### src/rtl/spi_rs_pkg.sv
package spi_rs_pkg;

   // Outcome of decoding one finished frame
   typedef enum logic [3:0] {
      K_BADCNT,
      K_BADPAR,
      K_WDATA,
      K_CLR,
      K_STATRD,
      K_EXTRD,
      K_NOP,
      K_WCMD,
      K_BADADDR
   } frame_kind_e;

   typedef enum logic [1:0] {
      S_IDLE,
      S_DRIVE,
      S_CAPT
   } exec_state_e;

   localparam int unsigned ERRB_PAR  = 0;
   localparam int unsigned ERRB_CLK  = 1;
   localparam int unsigned ERRB_ADDR = 2;
   localparam int unsigned ERR_BITS  = 3;

endpackage

### src/rtl/spi_rs_sync.sv
module spi_rs_sync #(
   parameter int unsigned WIDTH  = 3,
   parameter int unsigned STAGES = 2,
   parameter logic [WIDTH-1:0] RST_VAL = '0
) (
   input  logic             clk,
   input  logic             rst_n,
   input  logic [WIDTH-1:0] d_i,
   output logic [WIDTH-1:0] q_o
);

   logic [WIDTH-1:0] stg [STAGES];

   for (genvar g = 0; g < STAGES; g++) begin : g_stage
      if (g == 0) begin : g_first
         always_ff @(posedge clk or negedge rst_n) begin
            if (!rst_n) stg[g] <= RST_VAL;
            else        stg[g] <= d_i;
         end
      end else begin : g_next
         always_ff @(posedge clk or negedge rst_n) begin
            if (!rst_n) stg[g] <= RST_VAL;
            else        stg[g] <= stg[g-1];
         end
      end
   end

   assign q_o = stg[STAGES-1];

endmodule

### src/rtl/spi_rs_shifter.sv
module spi_rs_shifter #(
   parameter int unsigned FRAME_W = 16,
   parameter int unsigned CNT_W   = 6
) (
   input  logic               clk,
   input  logic               rst_n,
   input  logic               sck_s,
   input  logic               cs_n_s,
   input  logic               mosi_s,
   input  logic [FRAME_W-1:0] resp_word,
   output logic [FRAME_W-1:0] rx_word,
   output logic [CNT_W-1:0]   bit_cnt,
   output logic               end_evt,
   output logic               miso_o,
   output logic               miso_oe
);

   logic               sck_q, cs_q;
   logic [FRAME_W-1:0] tx_sh;
   logic               sck_fall, cs_fall;

   assign sck_fall = sck_q & ~sck_s & ~cs_n_s;
   assign cs_fall  = cs_q & ~cs_n_s;
   assign end_evt  = ~cs_q & cs_n_s;
   assign miso_oe  = ~cs_n_s;
   assign miso_o   = miso_oe & tx_sh[FRAME_W-1];

   always_ff @(posedge clk or negedge rst_n) begin
      if (!rst_n) begin
         sck_q   <= 1'b0;
         cs_q    <= 1'b1;
         tx_sh   <= '0;
         rx_word <= '0;
         bit_cnt <= '0;
      end else begin
         sck_q <= sck_s;
         cs_q  <= cs_n_s;
         if (cs_fall) begin
            tx_sh   <= resp_word;
            bit_cnt <= '0;
         end else if (sck_fall) begin
            tx_sh   <= {tx_sh[FRAME_W-2:0], 1'b0};
            rx_word <= {rx_word[FRAME_W-2:0], mosi_s};
            if (bit_cnt != '1) bit_cnt <= bit_cnt + 1'b1;
         end
      end
   end

endmodule

### src/rtl/spi_rs_ctrl.sv
module spi_rs_ctrl
   import spi_rs_pkg::*;
#(
   parameter int unsigned FRAME_W = 16,
   parameter int unsigned CNT_W   = 6,
   parameter logic [FRAME_W-3:0] CLR_ADDR  = 'h3380,
   parameter logic [FRAME_W-3:0] STAT_ADDR = 'h335A
) (
   input  logic                clk,
   input  logic                rst_n,
   input  logic                end_evt,
   input  logic [FRAME_W-1:0]  rx_word,
   input  logic [CNT_W-1:0]    bit_cnt,
   input  logic [FRAME_W-3:0]  reg_rdata,
   input  logic                reg_hit,
   output logic [FRAME_W-3:0]  reg_addr,
   output logic [FRAME_W-3:0]  reg_wdata,
   output logic                reg_wr,
   output logic                reg_rd,
   output logic [FRAME_W-1:0]  resp_word,
   output logic                comm_err,
   output logic [ERR_BITS-1:0] err_status,
   output logic                clr_evt
);

   localparam int unsigned AW = FRAME_W - 2;

   exec_state_e         state;
   frame_kind_e         kind, dec;
   logic                pend;
   logic [AW-1:0]       wr_addr, cmd_addr;
   logic [AW-1:0]       n_data;
   logic [ERR_BITS-1:0] n_err;
   logic                n_pend, n_ef;

   assign cmd_addr = rx_word[FRAME_W-2:1];

   always_comb begin
      dec = K_NOP;
      if (bit_cnt != CNT_W'(FRAME_W))       dec = K_BADCNT;
      else if (^rx_word)                    dec = K_BADPAR;
      else if (pend)                        dec = K_WDATA;
      else if (rx_word[FRAME_W-1]) begin
         if (cmd_addr == CLR_ADDR)          dec = K_CLR;
         else if (cmd_addr == STAT_ADDR)    dec = K_STATRD;
         else                               dec = K_EXTRD;
      end else begin
         if (cmd_addr == '0)                dec = K_NOP;
         else if (cmd_addr == CLR_ADDR || cmd_addr == STAT_ADDR) dec = K_BADADDR;
         else                               dec = K_WCMD;
      end
   end

   always_comb begin
      n_err  = err_status;
      n_data = '0;
      n_pend = 1'b0;
      unique case (kind)
         K_BADCNT:  n_err[ERRB_CLK] = 1'b1;
         K_BADPAR:  n_err[ERRB_PAR] = 1'b1;
         K_WDATA:   n_data = reg_rdata;
         K_CLR:     n_err = '0;
         K_STATRD:  n_data = AW'(err_status);
         K_EXTRD:   if (reg_hit) n_data = reg_rdata;
                    else         n_err[ERRB_ADDR] = 1'b1;
         K_WCMD:    if (reg_hit) begin
                       n_pend = 1'b1;
                       n_data = reg_rdata;
                    end else n_err[ERRB_ADDR] = 1'b1;
         K_BADADDR: n_err[ERRB_ADDR] = 1'b1;
         default:   n_data = '0;
      endcase
      n_ef = (kind == K_CLR) ? 1'b0 : (comm_err | (|n_err));
   end

   assign clr_evt = (state == S_CAPT) && (kind == K_CLR);

   always_ff @(posedge clk or negedge rst_n) begin
      if (!rst_n) begin
         state      <= S_IDLE;
         kind       <= K_NOP;
         pend       <= 1'b0;
         wr_addr    <= '0;
         reg_addr   <= '0;
         reg_wdata  <= '0;
         reg_wr     <= 1'b0;
         reg_rd     <= 1'b0;
         resp_word  <= '0;
         comm_err   <= 1'b0;
         err_status <= '0;
      end else begin
         unique case (state)
            S_IDLE: if (end_evt) begin
               kind      <= dec;
               reg_addr  <= (dec == K_WDATA) ? wr_addr : cmd_addr;
               reg_wdata <= rx_word[FRAME_W-1:2];
               reg_wr    <= (dec == K_WDATA);
               reg_rd    <= (dec == K_EXTRD);
               state     <= S_DRIVE;
            end
            S_DRIVE: begin
               reg_wr <= 1'b0;
               reg_rd <= 1'b0;
               state  <= S_CAPT;
            end
            S_CAPT: begin
               err_status <= n_err;
               comm_err   <= n_ef;
               pend       <= n_pend;
               if (n_pend) wr_addr <= reg_addr;
               resp_word  <= {n_data, n_ef, ^{n_data, n_ef}};
               state      <= S_IDLE;
            end
            default: state <= S_IDLE;
         endcase
      end
   end

endmodule

### src/rtl/spi_reg_slave.sv
module spi_reg_slave
   import spi_rs_pkg::*;
#(
   parameter int unsigned FRAME_W     = 16,
   parameter int unsigned SYNC_STAGES = 2,
   parameter logic [FRAME_W-3:0] CLR_ADDR  = 'h3380,
   parameter logic [FRAME_W-3:0] STAT_ADDR = 'h335A
) (
   input  logic                clk,
   input  logic                rst_n,
   input  logic                spi_sck,
   input  logic                spi_cs_n,
   input  logic                spi_mosi,
   output logic                miso_o,
   output logic                miso_oe,
   output logic [FRAME_W-3:0]  reg_addr,
   output logic [FRAME_W-3:0]  reg_wdata,
   output logic                reg_wr,
   output logic                reg_rd,
   input  logic [FRAME_W-3:0]  reg_rdata,
   input  logic                reg_hit,
   output logic                comm_err,
   output logic [ERR_BITS-1:0] err_status
);

   localparam int unsigned CNT_W = $clog2(FRAME_W) + 2;

   if (FRAME_W < 8) begin : g_bad_frame
      $error("FRAME_W must be at least 8");
   end
   if (SYNC_STAGES < 2) begin : g_bad_sync
      $error("SYNC_STAGES must be at least 2");
   end
   if (CLR_ADDR == STAT_ADDR || CLR_ADDR == '0 || STAT_ADDR == '0) begin : g_bad_addr
      $error("clear and status addresses must differ and be nonzero");
   end

   logic [2:0]         pins_s;
   logic [FRAME_W-1:0] rx_word, resp_word;
   logic [CNT_W-1:0]   bit_cnt;
   logic               end_evt;
   logic               clr_evt;

   spi_rs_sync #(
      .WIDTH   (3),
      .STAGES  (SYNC_STAGES),
      .RST_VAL (3'b010)
   ) u_sync (
      .clk   (clk),
      .rst_n (rst_n),
      .d_i   ({spi_sck, spi_cs_n, spi_mosi}),
      .q_o   (pins_s)
   );

   spi_rs_shifter #(
      .FRAME_W (FRAME_W),
      .CNT_W   (CNT_W)
   ) u_shift (
      .clk       (clk),
      .rst_n     (rst_n),
      .sck_s     (pins_s[2]),
      .cs_n_s    (pins_s[1]),
      .mosi_s    (pins_s[0]),
      .resp_word (resp_word),
      .rx_word   (rx_word),
      .bit_cnt   (bit_cnt),
      .end_evt   (end_evt),
      .miso_o    (miso_o),
      .miso_oe   (miso_oe)
   );

   spi_rs_ctrl #(
      .FRAME_W   (FRAME_W),
      .CNT_W     (CNT_W),
      .CLR_ADDR  (CLR_ADDR),
      .STAT_ADDR (STAT_ADDR)
   ) u_ctrl (
      .clk        (clk),
      .rst_n      (rst_n),
      .end_evt    (end_evt),
      .rx_word    (rx_word),
      .bit_cnt    (bit_cnt),
      .reg_rdata  (reg_rdata),
      .reg_hit    (reg_hit),
      .reg_addr   (reg_addr),
      .reg_wdata  (reg_wdata),
      .reg_wr     (reg_wr),
      .reg_rd     (reg_rd),
      .resp_word  (resp_word),
      .comm_err   (comm_err),
      .err_status (err_status),
      .clr_evt    (clr_evt)
   );

endmodule

### config.mk
export PLATFORM = sky130hd
export DESIGN_NAME = spi_reg_slave
export DESIGN_NICKNAME = d
export VERILOG_FILES = /design/src/rtl/spi_rs_pkg.sv /design/src/rtl/spi_rs_sync.sv /design/src/rtl/spi_rs_shifter.sv /design/src/rtl/spi_rs_ctrl.sv /design/src/rtl/spi_reg_slave.sv
export SDC_FILE = /design/constraint.sdc
export NUM_CORES = 1
export LEC_CHECK = 0
export BUFFER_PORTS_ARGS = -buffer_cell sky130_fd_sc_hd__buf_2
export CORE_AREA = 2 2 116 118
export CTS_CLUSTER_DIAMETER = 80
export CTS_CLUSTER_SIZE = 10
export DETAILED_ROUTE_END_ITERATION = 10
export DIE_AREA = 0 0 118 120
export GPL_TIMING_DRIVEN = 0
export RECOVER_POWER = 100
export SYNTH_ARGS = -nofsm -noshare
export SYNTH_HDL_FRONTEND = slang
export SYNTH_SLANG_ARGS = --single-unit
### constraint.sdc
create_clock -name clk -period 2.7 [get_ports clk]
set_clock_uncertainty 0.1 [all_clocks]
set_input_delay 0.135 -clock clk [delete_from_list [all_inputs] [get_ports clk]]
set_output_delay 0.135 -clock clk [all_outputs]
set_load 0.05 [all_outputs]
==> results of run 1 <==
-- power by group --
part / switching [mW] / internal, mW
logic: 0.418 / 0.235
registers: 0.113 / 1.86
clock network: 0.763 / 1.64
-- metrics by stage --
step	util, %	cell area (um2)	worst slack, ps	hold WS [ps]
floorplan	-	5060	482	-261
global placement	42.8	5550	24.1	143
detailed placement	43.0	5590	214	-4.16
CTS	49.4	6410	208	131
global route	48.8	6330	6.04	261
finish	48.8	6330	214	230
-- area by class of cell --
cell class,instances,area (um2)
clock buffer,23,488
clock inverter,9,150
timing repair buffer,74,418
multi-input combinational,309,1950
sequential,116,2910
buffer,25,106
inverter,24,90.1
tap,176,220
fill,1239,6650
-- synthesized netlist by cell type (2+ instances only) --
cell type  count  area, um2
o22ai_1        3       18.8
nor2_1        14       52.6
nand3_1       19       95.1
mux2_2        29        327
a222oi_1      15        150
or4_1          2       15.0
inv_1         24       90.1
nand2b_1       2       12.5
a31oi_1        3       18.8
clkbuf_1      21       78.8
a21oi_1        5       25.0
o31ai_1        2       15.0
dfrtp_1      111       2780
nor3_1         4       20.0
nor2b_1        7       43.8
or2_2          2       12.5
xor2_1         5       43.8
nand2_1       99        372
nor4_1         3       18.8
o21ai_0       29        145
o211ai_1      13       97.6
xnor2_1       24        210
dfstp_2        5        131
nor3b_1        3       22.5
nand4_1        6       37.5
buf_4          2       15.0
o21ai_1        2       10.0
ha_1           2       25.0
o31a_1         2       17.5
-- state kept, by name, summed over array words and instances (netlist names) --
signal and cells:
u_ctrl.wr_addr 14, u_ctrl.err_status 3, u_shift.bit_cnt 6, u_ctrl.resp_word 16
u_shift.sck_q 1, u_sync.stg 3, u_ctrl.reg_addr 14, u_sync.q_o 3
u_shift.cs_q 1, u_ctrl.reg_rd 1, u_shift.tx_sh 16, u_ctrl.state 2
u_ctrl.kind 4, u_shift.rx_word 16, u_ctrl.pend 1, u_ctrl.reg_wdata 14
u_ctrl.reg_wr 1
-- metal layers --
metal / up-vias / part of all wire [%]
met4: 0 / 0.86
met3: 9 / 4.2
li1: 1832 / -
met2: 75 / 51
met5: - / 0
met1: 1972 / 44
-- critical path, delay by kind of cell (launching register included) --
family | cells | cell delay [ps]
DFF | 1 | 370
muxes | 1 | 410
buffers and inverters | 2 | 960
and+or+nand+nor | 3 | 530
-- worst paths after layout --
| check | start | end | slack [ps] | cells after the start |
|---|---|---|---|---|
| max | u_ctrl.state[0] | u_ctrl.wr_addr[13] | 210 | 6 |
| min | reg_hit | u_ctrl.err_status[2] | 230 | 5 |
| max reg2reg | u_ctrl.state[0] | u_ctrl.wr_addr[13] | 210 | 6 |
| min reg2reg | u_sync.stg[4] | u_sync.q_o[1] | 250 | 0 |
| max in group asynchronous | rst_n | u_ctrl.wr_addr[4] | 490 | 3 |
| min in group asynchronous | rst_n | u_shift.bit_cnt[3] | 370 | 2 |
-- repair_timing --
| item | in CTS | in global routing |
|---|---|---|
| resized for setup | 0 | 1 |
| hold buffers | 18 | 0 |
| endpoints found under the hold margin | 101 | 0 |
| setup endpoints to repair | 0 | 1 |
-- cell families (layout without fill, tap and decap cells) --
group	Yosys count	count (layout)	synth area share (%)
xor gates and xnor gates	30	30	5.47
DFF	116	116	57.5
AOI/OAI and AO/OA	82	82	11.3
muxes	30	30	6.65
and+or+nand+nor	165	165	14.6
buffers and inverters	49	155	3.96
adders and majority gates	2	2	0.495
-- placed cells by master, fill, tap and decap left out, types with 14 or more instances in the layout --
cell,n
dfrtp_1,111
clkbuf_16,17
clkbuf_1,60
buf_2,18
nand3_1,19
a222oi_1,15
nor2_1,14
o21ai_0,30
mux2_2,29
xnor2_1,24
dlygate4sd3_1,18
nand2_1,99
inv_1,24
==> summary.txt, run 1 <==
Clock tree
  • CTS Buf Count: 17
  • H-tree levels: 4
  • Post-CTS Setup Inserts: 0
  • Clk sink count: 116
  • Clock Tree Root: clkbuf_16
  • Clk_lat worst skew: 410 ps
  • Clock buffer depth: 2
  • Clk pin slew, worst setup/hold paths: 50 ps
  • CTS tree: built

Logic synthesis
  • Synth Area per Inst: 10.7 um2
  • Syn nets: 496
  • Asr flop ratio synth: 100%
  • Synth Cell Area: 0.00506 mm2
  • EDFF count, synth: 0
  • Synth Instances: 474
  • Ys flop type: dfrtp_1
  • Seq cells post-synth: 116
  • Register area share after synthesis: 57.5%
  • Yosys Warn Count: 0
  • Synth cell types: 45

Die
  • Die W: 118 um
  • Row cnt: 42
  • Io pins: 56
  • Core area: 0.0130 mm2
  • Die area: 0.0142 mm2
  • Die height: 120 um
  • Initial Utilization: 39.0%

Global route
  • Met2 GRT Util: 31.9%
  • Total track usage: 18.5%
  • Gr busiest metal: met2
  • Global-route wire length before repair: 20,500 um
  • Largest net degree at the start of global routing: 73
  • Number of global-route vias before repair: 4,128
  • Met1 GRT Util: 22.0%
  • Initial antenna violation count: 0
  • Met3 usage: 4.61%
  • GRT overflow: 0

Power and ir drop
  • Worst VDD drop: 0.686 mV
  • Final Power: 5.03 mW
  • Leakage power: 2.91 nW
  • Power Dens Cells: 794 mW/mm2

Placed design
  • Dpl hpwl: 8250 um
  • RePlAce Congestion: 0.801
  • Port bufs: 55
  • Inst Count DP: 706

Worst setup path
  • Crit Path Category: register to register
  • Slowest cell delay on critical path: 560 ps
  • CP dominant cell by count: clkbuf_1
  • CP cell instances: nand2b_1 > clkbuf_1 > nor3b_1 > nand4_1 > clkbuf_1 > mux2_2
  • Crit end category: register
  • Req. time, crit path: 2890 ps
  • CP max stage cell: clkbuf_1
  • CP Max Fanout: 10
  • Arr. time, crit path: 2680 ps
  • Type of origin of the critical path: register

Detailed routing
  • Detailed-route via count: 3,888
  • DR WL/cell: 16.0 um
  • Via density: 5.14
  • Drt drc: 0
  • Final wirelength: 12,100 um
  • Post-DRT Antenna Nets: 0
  • DRT Pass-1 Iters: 5
  • Initial DRC count: 247

Timing
  • Final period utilization: 92.1%
  • RSZ-0062 raised after global routing: no
  • Slew Limit Fails: 0
  • Fmax: 402 MHz
  • Finish-stage setup viols: 0
  • Final hold violation count: 0
  • Final min period: 2490 ps
  • Worst rel slew slack: 26.7%
  • Worst-Margin Slew: 1100 ps
  • Setup TNS: 0 ps

Finish
  • Ratio of cells with drive above 1 in the final layout: 15.5%
  • Nets: 589
  • Finished Layout Cells: 756
  • P&R area growth vs syn: 25.1%
  • Ant diodes: 0

Run
  • Max Cap Violations: 0

Hold path
  • Worst hold path class: input pin to register

Run status
  • Status: completed
Note: power is estimated with default switching activity, not from simulation.
==> run 2, diff against run 1 <==
- ABC_AREA: default -> 1
- CORE_AREA: 2 2 116 118 -> 2 2 122 124
- DIE_AREA: 0 0 118 120 -> 0 0 124 126
==> run 2 against run 1 <==
Effect of this change:
- fmax is 6.8% higher
- synthesized cell count is 51% higher
- core utilization is 1.6 points lower
- final cell count is 32% higher
- hold slack worse by 210 ps
- global-route usage hardly changed
- clock power is 13% lower
- critical path type unchanged
- largest cell class unchanged
==> summary.txt, run 2 <==
Logic synthesis
  • Top-area cell type share of the netlist area: 49.5% (was 54.9%)
  • Post-synthesis mux area share: 1.81% (was 6.65%)
  • EDFF count, synth: 0 (unchanged)
  • Register area share after synthesis: 51.9% (was 57.5%)
  • Synth cell types: 33 (was 45)
  • Asr flop ratio synth: 100% (unchanged)
  • Ys flop type: dfrtp_1 (unchanged)
  • Post-synthesis xor/xnor area fraction: 1.25% (was 5.47%)
  • Seq cells post-synth: 116 (unchanged)
  • Synth Instances: 715 (was 474)
  • Most frequent cell after synthesis: nand2_1 (was dfrtp_1)
  • Synth Area in Compound Gates: 9.01% (was 11.3%)
  • Post-synthesis adder-cell area fraction: 0.446% (was 0.495%)
  • Syn nets: 737 (was 496)
  • Synth Cell Area: 0.00561 mm2 (was 0.00506 mm2)
  • List of most frequent post-synthesis cells: nand2_1, dfrtp_1, inv_1, o21ai_0, nand3_1 (was dfrtp_1, nand2_1, mux2_2, o21ai_0)
  • Post-synth top area cell: dfrtp_1 (unchanged)
  • Main combinational cell family by area after synthesis: simple AND/OR/NAND/NOR gates (unchanged)
  • Synth area leaders: dfrtp_1, nand2_1, inv_1, o21ai_0, nand3_1 (was dfrtp_1, nand2_1, mux2_2, xnor2_1, a222oi_1)
  • Yosys Warn Count: 0 (unchanged)
  • Synth Area per Inst: 7.85 um2 (was 10.7 um2)
  • Post-Synth Simple-Gate Area: 28.0% (was 14.6%)

Detailed routing
  • Detailed-route via count: 4,843 (was 3,888)
  • Post-DRT Antenna Nets: 0 (unchanged)
  • DRT Pass-1 Iters: 5 (unchanged)
  • DR WL/cell: 13.3 um (was 16.0 um)
  • Drt drc: 0 (unchanged)
  • Via density: 4.85 (was 5.14)
  • Initial DRC count: 251 (was 247)
  • Final wirelength: 13,300 um (was 12,100 um)

Clock tree
  • Clk_lat worst skew: 410 ps (about the same)
  • CTS tree: built (unchanged)
  • CTS Buf Count: 17 (unchanged)
  • Clock Tree Root: clkbuf_16 (unchanged)
  • H-tree levels: 4 (unchanged)
  • Clk pin slew, worst setup/hold paths: 50 ps (about the same)
  • Clock buffer depth: 2 (unchanged)
  • Clk sink count: 116 (unchanged)

Power and ir drop
  • Leakage power: 3.50 nW (was 2.91 nW)
  • Power Dens Cells: 692 mW/mm2 (was 794 mW/mm2)
  • Worst VDD drop: 0.452 mV (was 0.686 mV)

Worst setup path
  • Worst Setup SP: u_sync.q_o[1] (was u_ctrl.state[0])
  • Cell depth of the worst setup path: 6 (unchanged)
  • Arr. time, crit path: 2500 ps (was 2680 ps)
  • CP Max Fanout: 10 (unchanged)
  • Top Family by Delay on Critical Path: simple AND/OR/NAND/NOR gates (was buffers and inverters)
  • RR Startpoint: u_sync.q_o[1] (was u_ctrl.state[0])
  • Worst reg-to-reg setup slack: 370 ps (was 210 ps)
  • Crit end category: register (unchanged)
  • Slowest cell delay on critical path: 630 ps (was 560 ps)
  • Reg2Reg Depth: 6 (unchanged)
  • CP cell instances: inv_1 > nor4_1 > inv_2 > clkbuf_1 > nand2_1 > o21ai_0 (was nand2b_1 > clkbuf_1 > nor3b_1 > nand4_1 > clkbuf_1 > mux2_2)
  • CP max stage cell: nor4_1 (was clkbuf_1)
  • Crit Path Category: register to register (unchanged)
  • Buffers & Inverters on Critical Path: 3 (was 2)
  • R2r endpoint: u_ctrl.kind[0] (was u_ctrl.wr_addr[13])
  • Setup crit end: u_ctrl.kind[0] (was u_ctrl.wr_addr[13])
  • Req. time, crit path: 2880 ps (was 2890 ps)
  • Type of origin of the critical path: register (unchanged)

Timing
  • Worst rel slew slack: 31.2% (was 26.7%)
  • Final hold violation count: 0 (unchanged)
  • RSZ-0062 raised after global routing: no (unchanged)
  • Final min period: 2330 ps (was 2490 ps)
  • Worst-Margin Slew: 1030 ps (was 1100 ps)
  • PnR worst setup slack: 373 ps (was 214 ps)
  • Slew Limit Fails: 0 (unchanged)
  • Finish-stage setup viols: 0 (unchanged)
  • Final period utilization: 86.2% (was 92.1%)
  • Fmax: 430 MHz (was 402 MHz)

Die
  • Initial Utilization: 39.2% (was 39.0%)
  • Row cnt: 44 (was 42)
  • Die W: 124 um (was 118 um)
  • Die height: 126 um (was 120 um)
  • Core area: 0.0143 mm2 (was 0.0130 mm2)
  • Die area: 0.0156 mm2 (was 0.0142 mm2)
  • Io pins: 56 (unchanged)

Global route
  • Global-route wire length before repair: 22,300 um (was 20,500 um)
  • Largest net degree at the start of global routing: 75 (was 73)
  • GRT overflow: 0 (unchanged)
  • Total track usage: 18.5% (about the same)
  • Number of global-route vias before repair: 4,571 (was 4,128)
  • Initial antenna violation count: 0 (unchanged)

Finish
  • Fill cell count: 1,467 (was 1,239)
  • Ratio of cells with drive above 1 in the final layout: 10.2% (was 15.5%)
  • Largest registers: u_ctrl.resp_word (16), u_shift.rx_word (16), u_shift.tx_sh (16) (unchanged)
  • Ant diodes: 0 (unchanged)
  • Fin util: 47.2% (was 48.8%)
  • Most common cell after layout, fill and taps aside: nand2_1 (was dfrtp_1)
  • Nets: 827 (was 589)
  • Most frequent cells in the layout: nand2_1, dfrtp_1, inv_1, o21ai_0, clkbuf_1 (was dfrtp_1, nand2_1, clkbuf_1, o21ai_0, mux2_2)
  • Post-route cell area: 0.00676 mm2 (was 0.00633 mm2)
  • P&R area growth vs syn: 20.4% (was 25.1%)

Run status
  • Status: completed (unchanged)

Placed design
  • RePlAce Congestion: 0.817 (was 0.801)
  • Dpl hpwl: 9460 um (was 8250 um)
  • Placed Area: 0.00615 mm2 (was 0.00559 mm2)
  • Port bufs: 55 (unchanged)
  • Dpl ws: 379 ps (was 214 ps)

Hold path
  • Worst hold path class: input pin to register (unchanged)

Run
  • Max Cap Violations: 0 (unchanged)
==> run 2: tightest hold or removal path, stage by stage <==
cell and delay [ps]:
buf_2 90, inv_1 60, a21oi_1 60, nand2_1 60, o21ai_0 70
==> run 2: per-stage QoR <==
step	TNS (ps)	hold WS, ps	power, mW	std cells
2_1_floorplan	0	-261	2.41	715
3_3_place_gp	-8450	144	2.61	954
3_5_place_dp	0	-20.0	2.62	955
4_1_cts	0	9.22	4.74	998
5_1_grt	0	32.6	4.91	998
6_report	0	18.7	4.67	998
==> run 2: worst min-delay path by stage <==
stage | startpoint | to | slack, ps | depth (start not counted)
after floorplan | rst_n | u_ctrl.err_status[0] | -260 | 0
after global placement | spi_mosi | u_sync.stg[3] | 140 | 1
after detailed placement | rst_n | u_ctrl.reg_addr[2] | -20 | 1
after CTS | reg_rdata[12] | u_ctrl.resp_word[14] | 9 | 5
after global routing | reg_rdata[12] | u_ctrl.resp_word[14] | 30 | 5
final | reg_rdata[12] | u_ctrl.resp_word[14] | 20 | 5
==> run 2: cell type report <==
type | instances | area, um2 | area share (%)
clock inverters | 7 | 85.1 | 1.26
flip-flops and latches | 116 | 2910 | 43.1
repair buffers | 71 | 388 | 5.74
inverters | 85 | 319 | 4.72
plain buffers | 23 | 109 | 1.61
well taps | 184 | 230 | 3.41
multi-input cells | 491 | 2270 | 33.5
clock buffers | 21 | 450 | 6.67
==> run 2: logic make-up (layout without fill, tap and decap cells) <==
kind of cell	Yosys count	after routing
compound gates	93	93
fa+ha+maj	2	2
mux	9	9
xor+xnor	8	8
buf+inv	108	207
simple gates	379	379
flops	116	116
==> run 2: metal layers <==
| layer | track usage (%) | vias to the layer above | share of wire [%] |
|---|---|---|---|
| li1 | - | 2453 | - |
| met1 | 26.3 | 2276 | 49 |
| met2 | 27.0 | 93 | 46 |
| met3 | 4.66 | 21 | 3.7 |
| met4 | 7.01 | 0 | 1.7 |
| met5 | 0 | - | 0 |
==> run 2: power breakdown <==
part           total [mW]  internal (mW)  switching [mW]
combinational       0.652          0.173           0.480
sequential           1.94           1.85          0.0936
clock                2.08           1.35           0.733
total                4.67           3.37            1.31
==> run 2: timing repair <==
item / 4_1_cts / 5_1_grt
buffers inserted: 0 / 0
hold buffers: 15 / 0
endpoints found under the hold margin: 127 / 0
gates resized for setup: 0 / 0
==> run 3, diff against run 2 <==
- CORE_AREA: 2 2 122 124 -> 2 2 136 111
- DIE_AREA: 0 0 124 126 -> 0 0 138 113
==> run 3 against run 2 <==
Effect of this change:
- fmax fell by 1.7%
- first-iteration DRC count rose by 37%
- die area fell by 0.19%
- combinational power rose by 0.8%
- count of clock-buffer cells in the layout fell by 2
- core utilization rose by 1.3 points
- hold slack improved by 51 ps
- sequential cell count did not move
- power rose by 7.0%
- global-route usage rose by 0.29 points
==> summary.txt, run 3 (synthesized netlist as in run 2, its figures left out) <==
Clock tree
  • Clock buffer depth: 2 (unchanged)
  • Clk_lat worst skew: 420 ps (was 410 ps)
  • Clock Tree Root: clkbuf_16 (unchanged)
  • Clk pin slew, worst setup/hold paths: 50 ps (about the same)
  • H-tree levels: 4 (unchanged)
  • Clk sink count: 116 (unchanged)
  • CTS Buf Count: 17 (unchanged)
  • Post-CTS Resized: 0 (unchanged)
  • CTS tree: built (unchanged)

Power and ir drop
  • Final Power: 5.00 mW (was 4.67 mW)
  • Leakage power: 3.54 nW (was 3.50 nW)
  • Worst VDD drop: 0.463 mV (was 0.452 mV)
  • Power Dens Cells: 728 mW/mm2 (was 692 mW/mm2)

Global route
  • Number of global-route vias before repair: 4,757 (was 4,571)
  • Total track usage: 18.8% (was 18.5%)
  • Initial antenna violation count: 0 (unchanged)
  • Global-route wire length before repair: 23,500 um (was 22,300 um)
  • Largest net degree at the start of global routing: 96 (was 75)
  • GRT overflow: 0 (unchanged)

Placed design
  • Dpl hpwl: 9970 um (was 9460 um)
  • RePlAce Congestion: 0.830 (was 0.817)
  • Placed Area: 0.00615 mm2 (unchanged)
  • Port bufs: 55 (unchanged)

Timing
  • Fmax: 422 MHz (was 430 MHz)
  • Final period utilization: 87.7% (was 86.2%)
  • RSZ-0062 raised after global routing: no (unchanged)
  • Final min period: 2370 ps (was 2330 ps)
  • Worst-Margin Slew: 1290 ps (was 1030 ps)
  • Hold_ws: 69.9 ps (was 18.7 ps)
  • Final hold violation count: 0 (unchanged)
  • Worst rel slew slack: 13.9% (was 31.2%)
  • Slew Limit Fails: 0 (unchanged)
  • Finish-stage setup viols: 0 (unchanged)
  • Setup TNS: 0 ps (unchanged)

Worst setup path
  • Crit end category: register (unchanged)
  • Req. time, crit path: 2930 ps (was 2880 ps)
  • Arr. time, crit path: 2600 ps (was 2500 ps)
  • CP Max Fanout: 10 (unchanged)
  • Type of origin of the critical path: register (unchanged)
  • Crit Path Category: register to register (unchanged)

Detailed routing
  • Via density: 4.91 (was 4.85)
  • Initial DRC count: 343 (was 251)
  • Detailed-route via count: 4,924 (was 4,843)
  • DRT Pass-1 Iters: 5 (unchanged)
  • Drt drc: 0 (unchanged)
  • Final wirelength: 14,000 um (was 13,300 um)
  • DR WL/cell: 13.9 um (was 13.3 um)
  • Post-DRT Antenna Nets: 0 (unchanged)

Finish
  • Most common cell after layout, fill and taps aside: nand2_1 (unchanged)
  • Ratio of cells with drive above 1 in the final layout: 10.5% (was 10.2%)
  • Multi-input logic area: 0.00225 mm2 (was 0.00227 mm2)
  • Fill cell count: 1,371 (was 1,467)
  • Most frequent cells in the layout: nand2_1, dfrtp_1, inv_1, o21ai_0, clkbuf_1 (unchanged)
  • Largest registers: u_ctrl.resp_word (16), u_shift.rx_word (16), u_shift.tx_sh (16) (unchanged)
  • Reg area: 0.00291 mm2 (unchanged)
  • P&R area growth vs syn: 22.4% (was 20.4%)
  • Nets: 828 (was 827)
  • Post-route cell area: 0.00687 mm2 (was 0.00676 mm2)
  • Fin util: 48.5% (was 47.2%)
  • Ant diodes: 0 (unchanged)

Run status
  • Status: completed (unchanged)

Die
  • Core area: 0.0142 mm2 (was 0.0143 mm2)
  • Die height: 113 um (was 126 um)
  • Row cnt: 39 (was 44)
  • Io pins: 56 (unchanged)
  • Die area: 0.0156 mm2 (about the same)
  • Initial Utilization: 39.6% (was 39.2%)
  • Die W: 138 um (was 124 um)

Hold path
  • Worst hold path class: input pin to register (unchanged)

Run
  • Max Cap Violations: 0 (unchanged)
## run 3: changes by cell type in the layout (fill, tap and decap cells not counted), sizes merged
cell / change
clkbuf: -3
clkinvlp: +3
bufinv: +2
buf: +1
dlygate4sd3: +1
inv: +1
## run 3: worst paths after layout
check	end	cells past startpoint	slack (ps)	startpoint
worst min-delay path	u_ctrl.resp_word[5]	5	70	reg_hit
max in group asynchronous	u_sync.q_o[1]	3	970	rst_n
worst min register to register	u_sync.q_o[0]	0	260	u_sync.stg[3]
worst max-delay path	u_ctrl.reg_addr[10]	10	330	u_shift.rx_word[8]
min in group asynchronous	u_ctrl.wr_addr[10]	2	440	rst_n
worst max register to register	u_ctrl.reg_addr[10]	10	330	u_shift.rx_word[8]
## run 3: metal layers
metal	track usage (%)	wire, um	vias to the layer above
met2	27.5	6000	115
met3	4.82	647	17
li1	-	-	2460
met5	0	0	-
met1	27.6	7140	2332
met4	5.44	183	0
## run 3: final cells by class
cell class / count / area share (%)
clock buffer: 19 / 6.59
tap: 184 / 3.35
clock inverter: 13 / 2.62
inverter: 85 / 4.65
multi-input combinational: 491 / 32.8
sequential: 116 / 42.4
timing repair buffer: 72 / 6.07
buffer: 23 / 1.58
## run 3: power by group
part	switching (mW)	total, mW	internal, mW
clock	0.814	2.40	1.59
sequential	0.0954	1.94	1.85
combinational	0.480	0.657	0.177
total	1.39	5.00	3.61
## run 3: critical path, cell delays in order, from the launching register on
cell	delay (ps)
dfrtp_1	460
inv_1	180
nand4_1	110
nor3_1	330
nor2_1	70
nand2_1	90
nand4_1	340
buf_6	280
nand2_1	70
nand2_1	70
o21ai_0	180
## run 3: metrics by stage
| step | setup slack (ps) | cells |
|---|---|---|
| final | 333 | 1003 |
| after global routing | 145 | 1003 |
| after CTS | 492 | 1003 |
| after detailed placement | 507 | 955 |
| after global placement | 39.2 | 954 |
| after floorplan | 776 | 715 |
## run 3: what timing repair did
item,4_1_cts,5_1_grt
setup buffers,0,0
hold buffers,16,0
hold endpoints to repair,127,0
